`config.mk`:
```
export PLATFORM = sky130hd
export DESIGN_NAME = chan_bank
export DESIGN_NICKNAME = d
export VERILOG_FILES = /design/src/rtl/chan_bank_pkg.sv /design/src/rtl/cbank_wr_decode.sv /design/src/rtl/cbank_regfile.sv /design/src/rtl/cbank_rd_mux.sv /design/src/rtl/chan_bank.sv
export SDC_FILE = /design/constraint.sdc
export NUM_CORES = 2
export LEC_CHECK = 0
export ABC_CLOCK_PERIOD_IN_PS = 4200
export BUFFER_PORTS_ARGS = -buffer_cell sky130_fd_sc_hd__buf_2
export CAP_MARGIN = 30
export CELL_PAD_IN_SITES_DETAIL_PLACEMENT = 1
export CELL_PAD_IN_SITES_GLOBAL_PLACEMENT = 1
export CORE_AREA = 8 8 321 323
export CTS_BUF_LIST = sky130_fd_sc_hd__clkbuf_16
export DETAILED_ROUTE_END_ITERATION = 8
export DIE_AREA = 0 0 329 331
export PLACE_DENSITY = 0.79
export REMOVE_ABC_BUFFERS = 1
export SYNTH_ARGS = -nofsm -noshare
export SYNTH_HDL_FRONTEND = slang
export SYNTH_SLANG_ARGS = --single-unit
```
`constraint.sdc`:
```
create_clock -name clk -period 4.2 [get_ports clk]
set_clock_uncertainty 0.15 [all_clocks]
set_input_delay 0.21 -clock clk [delete_from_list [all_inputs] [get_ports clk]]
set_output_delay 0.21 -clock clk [all_outputs]
set_load 0.05 [all_outputs]
```
`src/rtl/chan_bank_pkg.sv`:
```
package chan_bank_pkg;
    localparam int NUM_CH = 3;
    typedef logic [NUM_CH-1:0] ch_mask_t;
endpackage

```
`src/rtl/cbank_wr_decode.sv`:
```
module cbank_wr_decode
    import chan_bank_pkg::*;
#(
    parameter int NREG   = 8,
    parameter int ADDR_W = 4
) (
    input  logic              wr_en,
    input  ch_mask_t          chan_en,
    input  logic              bcast_en,
    input  logic [ADDR_W-1:0] addr,
    output ch_mask_t          ch_we
);
    localparam logic [ADDR_W:0] LIMIT = (ADDR_W+1)'(NREG);

    logic in_range;

    always_comb begin
        in_range = ({1'b0, addr} < LIMIT);
    end

    for (genvar c = 0; c < NUM_CH; c++) begin : g_we
        always_comb begin
            ch_we[c] = wr_en & in_range & (bcast_en | chan_en[c]);
        end
    end
endmodule

```
`src/rtl/cbank_regfile.sv`:
```
module cbank_regfile #(
    parameter int              NREG    = 8,
    parameter int              DW      = 32,
    parameter int              ADDR_W  = 4,
    parameter logic [DW-1:0]   RST_VAL = '0
) (
    input  logic               clk,
    input  logic               rst_n,
    input  logic               we,
    input  logic [ADDR_W-1:0]  addr,
    input  logic [DW-1:0]      wdata,
    output logic [NREG*DW-1:0] regs_o,
    output logic [DW-1:0]      rd_word_o
);
    localparam int IW = (NREG > 1) ? $clog2(NREG) : 1;
    localparam logic [ADDR_W:0] LIMIT = (ADDR_W+1)'(NREG);

    typedef struct packed {
        logic [NREG-1:0][DW-1:0] regs;
    } rf_state_t;

    rf_state_t st_d, st_q;
    logic [IW-1:0] idx;
    logic          in_range;

    always_comb begin
        idx      = addr[IW-1:0];
        in_range = ({1'b0, addr} < LIMIT);
        st_d     = st_q;
        if (we && in_range) begin
            st_d.regs[idx] = wdata;
        end
    end

    always_ff @(posedge clk) begin
        if (!rst_n) begin
            st_q.regs <= {NREG{RST_VAL}};
        end else begin
            st_q <= st_d;
        end
    end

    always_comb begin
        regs_o    = st_q.regs;
        rd_word_o = in_range ? st_q.regs[idx] : '0;
    end


    idle_hold_chk: assert property (@(posedge clk) disable iff (!rst_n)
        !we |=> $stable(st_q));


    write_lands_chk: assert property (@(posedge clk) disable iff (!rst_n)
        (we && in_range) |=> st_q.regs[$past(idx)] == $past(wdata));
endmodule

```
`src/rtl/cbank_rd_mux.sv`:
```
module cbank_rd_mux
    import chan_bank_pkg::*;
#(
    parameter int DW = 32
) (
    input  ch_mask_t                chan_en,
    input  logic                    bcast_en,
    input  logic [NUM_CH-1:0][DW-1:0] ch_words,
    output logic [DW-1:0]           rd_data
);
    ch_mask_t sel;

    always_comb begin
        sel = '0;
        for (int c = NUM_CH - 1; c >= 0; c--) begin
            if (chan_en[c]) begin
                sel    = '0;
                sel[c] = 1'b1;
            end
        end
        if (chan_en == '0 && bcast_en) begin
            sel[0] = 1'b1;
        end
    end

    always_comb begin
        rd_data = '0;
        for (int c = 0; c < NUM_CH; c++) begin
            if (sel[c]) begin
                rd_data = ch_words[c];
            end
        end
    end
endmodule

```
`src/rtl/chan_bank.sv`:
```
module chan_bank
    import chan_bank_pkg::*;
#(
    parameter int            NREG    = 8,
    parameter int            DW      = 32,
    parameter int            ADDR_W  = 4,
    parameter logic [DW-1:0] RST_VAL = 32'hA5A5_0000
) (
    input  logic                      clk,
    input  logic                      rst_n,
    input  logic                      wr_en,
    input  logic [2:0]                chan_en,
    input  logic                      bcast_en,
    input  logic [ADDR_W-1:0]         addr,
    input  logic [DW-1:0]             wdata,
    output logic [DW-1:0]             rd_data,
    output logic [3*NREG*DW-1:0]      chan_regs
);
    localparam int IW = (NREG > 1) ? $clog2(NREG) : 1;
    localparam logic [ADDR_W:0] LIMIT = (ADDR_W+1)'(NREG);

    ch_mask_t                  ch_we;
    logic [NUM_CH-1:0][DW-1:0] ch_words;
    logic                      in_range;
    logic [IW-1:0]             idx;

    always_comb begin
        in_range = ({1'b0, addr} < LIMIT);
        idx      = addr[IW-1:0];
    end

    cbank_wr_decode #(
        .NREG   (NREG),
        .ADDR_W (ADDR_W)
    ) u_dec (
        .wr_en    (wr_en),
        .chan_en  (chan_en),
        .bcast_en (bcast_en),
        .addr     (addr),
        .ch_we    (ch_we)
    );

    for (genvar c = 0; c < NUM_CH; c++) begin : g_ch
        cbank_regfile #(
            .NREG    (NREG),
            .DW      (DW),
            .ADDR_W  (ADDR_W),
            .RST_VAL (RST_VAL)
        ) u_rf (
            .clk       (clk),
            .rst_n     (rst_n),
            .we        (ch_we[c]),
            .addr      (addr),
            .wdata     (wdata),
            .regs_o    (chan_regs[c*NREG*DW +: NREG*DW]),
            .rd_word_o (ch_words[c])
        );
    end

    cbank_rd_mux #(
        .DW (DW)
    ) u_rd (
        .chan_en  (chan_en),
        .bcast_en (bcast_en),
        .ch_words (ch_words),
        .rd_data  (rd_data)
    );


    bcast_fanout_chk: assert property (@(posedge clk) disable iff (!rst_n)
        (wr_en && bcast_en && in_range) |=>
            (chan_regs[(NREG + 32'($past(idx)))*DW +: DW] == $past(wdata)) &&
            (chan_regs[(2*NREG + 32'($past(idx)))*DW +: DW] == $past(wdata)) &&
            (chan_regs[32'($past(idx))*DW +: DW] == $past(wdata)));


    no_select_chk: assert property (@(posedge clk) disable iff (!rst_n)
        (chan_en == 3'b000 && !bcast_en) |=> $stable(chan_regs));


    out_of_range_chk: assert property (@(posedge clk) disable iff (!rst_n)
        !in_range |=> $stable(chan_regs));


    rd_bcast_chk: assert property (@(posedge clk) disable iff (!rst_n)
        (bcast_en && chan_en == 3'b000) |-> rd_data == ch_words[0]);
endmodule

```
==> results.sh <==
export IMPL_gp_congestion=0.954
export IMPL_cts_sinks=768
export IMPL_clkTransAtPathRegs_ns=0.06
export IMPL_synth_area_per_cell_um2=8.37
export IMPL_maxCapViolCount=0
export IMPL_drc_errors=0
export IMPL_finalHoldViolCount=0
export IMPL_areaGrowthSynthToFinish_pct=24.0
export IMPL_crit_chain="buf_8, buf_4, mux2i_1, a22oi_1, o21ai_0, o221ai_1, buf_2"
export IMPL_leakagePower_nw=18.2
export IMPL_path_max_fanout=57
export IMPL_grt_pass1_wl_um=272000
export IMPL_layout_nets=4872
export IMPL_synthTopCellsByArea="dfxtp_1, nand2_1, a21boi_1, mux2i_1, a21boi_0"
export IMPL_post_cts_setup_buffer_count=0
export IMPL_setup_viol=0
export IMPL_die_w_um=329
export IMPL_worst_setup_path_end_kind="output port"
export IMPL_synth_largest_area_cell="dfxtp_1"
export IMPL_grt_use_total_pct=34.3
export IMPL_synth_main_ff_cell="dfxtp_1"
export IMPL_syn_area_um2=34800
export IMPL_antenna_found_initial=11
export IMPL_vias=36600
export IMPL_core_um2=97700
export IMPL_seq_area_frac_synth_pct=44.1
export IMPL_power_per_cell_area_nw_per_um2=400
export IMPL_worst_pin_slew_ns=0.992
export IMPL_cts_tree="done"
export IMPL_root_buffer="clkbuf_16"
export IMPL_grt_max_degree=127
export IMPL_final_common_cell="nand2_1"
export IMPL_async_flop_share_pct=0
export IMPL_relSlewSlack_pct=33.9
export IMPL_fin_crit_sh_pct=86.8
export IMPL_finalSetupTns_ns=0
export IMPL_htreeDepth=3
export IMPL_outcome="finished, final reports clean"
export IMPL_finalHoldWorstSlack_ns=0.0111
export IMPL_cpPeakStageDelay_ns=0.75
export IMPL_crit_type="in -> out"
export IMPL_yosys_area_top_type_share_pct=44.1
export IMPL_ir_drop_mv=0.382
export IMPL_rows=115
export IMPL_synth_edf_count=0
export IMPL_place_area_um2=40000
export IMPL_num_io_pins=843
export IMPL_wl_um=197000
export IMPL_firstDrtPassIters=6
export IMPL_grt_setup_unrepaired="false"
export IMPL_slowest_stage="o221ai_1"
export IMPL_die_h_um=331
export IMPL_max_freq_mhz=274
export IMPL_crit_buf_inv=3
export IMPL_wire_per_inst_um=31.7
export IMPL_final_core_util_pct=44.2
export IMPL_stdcell_area_um2=43200
export IMPL_crit_arrival_ns=3.29
export IMPL_portBuffers=842
export IMPL_final_cell_mix="nand2_1, buf_2, dfxtp_1, a21boi_1, a21boi_0"
export IMPL_drt_iter0_markers=3804
export IMPL_synth_cells=4165
export IMPL_clk_latency_ns=0.69
export IMPL_cts_buffers=88
export IMPL_ctsResizeCount=0
export IMPL_synth_cell_types=57
export IMPL_drv_slew=0
export IMPL_grt_pass1_vias=36700
export IMPL_hold_buffers=25
export IMPL_floorplan_initialDensity_pct=35.7
export IMPL_dieArea_um2=109000
export IMPL_drive_gt1_share_pct=25.3
export IMPL_viasPerCell=5.91
export IMPL_hpwl_um=135000
export IMPL_ant_nets=0
export IMPL_overflow=0
export IMPL_crit_required_ns=3.84
export IMPL_cts_buffer_depth=3
export IMPL_cp_top_family="buffers and inverters"
export IMPL_ys_ff_latch=768
export IMPL_yosysWarningCount=0
export IMPL_period_minus_slack_ns=3.65
export IMPL_min_path_type="in -> reg"
export IMPL_cp_start_kind="input pin"
export IMPL_largest_reg_flops=768
-- cell type report --
type | count | area [µm²]
clock buffers | 88 | 2200
fillers | 11800 | 54500
diodes | 5 | 12.5
repair buffers | 981 | 5550
inverters | 4 | 15.0
clock inverters | 74 | 682
flip-flops and latches | 768 | 15400
multi-input cells | 2986 | 17700
well taps | 1287 | 1610
-- worst paths after layout --
check                      startpoint                        to  slack [ns]  cells after the start
max                           addr[0]               rd_data[28]        0.55                      7
min                         wdata[25]  g_ch[1].u_rf.regs_o[217]        0.01                      3
max reg2reg  g_ch[0].u_rf.regs_o[118]  g_ch[0].u_rf.regs_o[118]        3.21                      2
min reg2reg   g_ch[1].u_rf.regs_o[10]   g_ch[1].u_rf.regs_o[10]        0.32                      2
-- per-layer routing --
layer	GRT usage [%]	wire (µm)	part of all wire, %
met5	0	28	0.014
met4	23.0	15300	7.8
met2	55.0	88800	45
met1	40.7	73800	38
met3	8.62	18600	9.5
-- stage by stage --
step	std cells	total power, W	setup WS, ns
floorplan	3758	0.00848	0.155
CTS	6188	0.0173	0.652
global route	6189	0.0177	0.524
finish	6193	0.0173	0.555
detailed placement	6001	0.00945	0.663
global placement	5998	0.00942	0.626
-- cells in the mapped netlist, types with 4 or more instances --
cell,instances
a221o_1,16
a22oi_1,84
o22a_1,9
a21boi_0,270
buf_2,112
mux4_2,49
nor2b_1,7
a221oi_1,33
a21boi_1,306
o221ai_1,12
a22o_1,7
buf_4,45
mux2i_1,212
nand2_1,1585
nor3_4,10
dfxtp_1,768
buf_6,4
clkbuf_1,240
buf_1,6
mux2_2,38
o211ai_1,28
nor3_2,6
nand4_1,26
a222oi_1,8
nand3_1,223
or3_1,9
-- worst register-to-register path: cells and delay by family (launching register included) --
family          cells  cell delay (ns)
compound gates      1             0.24
flops               1             0.44
simple gates        1             0.07
-- cell families (layout without fill, tap and decap cells) --
group / Yosys count / in the layout / synth area share [%]
and+or+nand+nor: 1900 / 1900 / 22.6
AOI/OAI and AO/OA: 786 / 786 / 17.3
buffers and inverters: 411 / 1147 / 5.40
DFF: 768 / 768 / 44.1
muxes: 300 / 300 / 10.5
other: 0 / 5 / 0
-- where the power goes --
part | internal [W] | leakage (nW) | switching, W
logic | 0.000468 | 10.5 | 0.00140
registers | 0.00738 | 6.21 | 0.0000914
clock network | 0.00446 | 1.48 | 0.00345
Note: power is estimated with default switching activity, not from simulation.
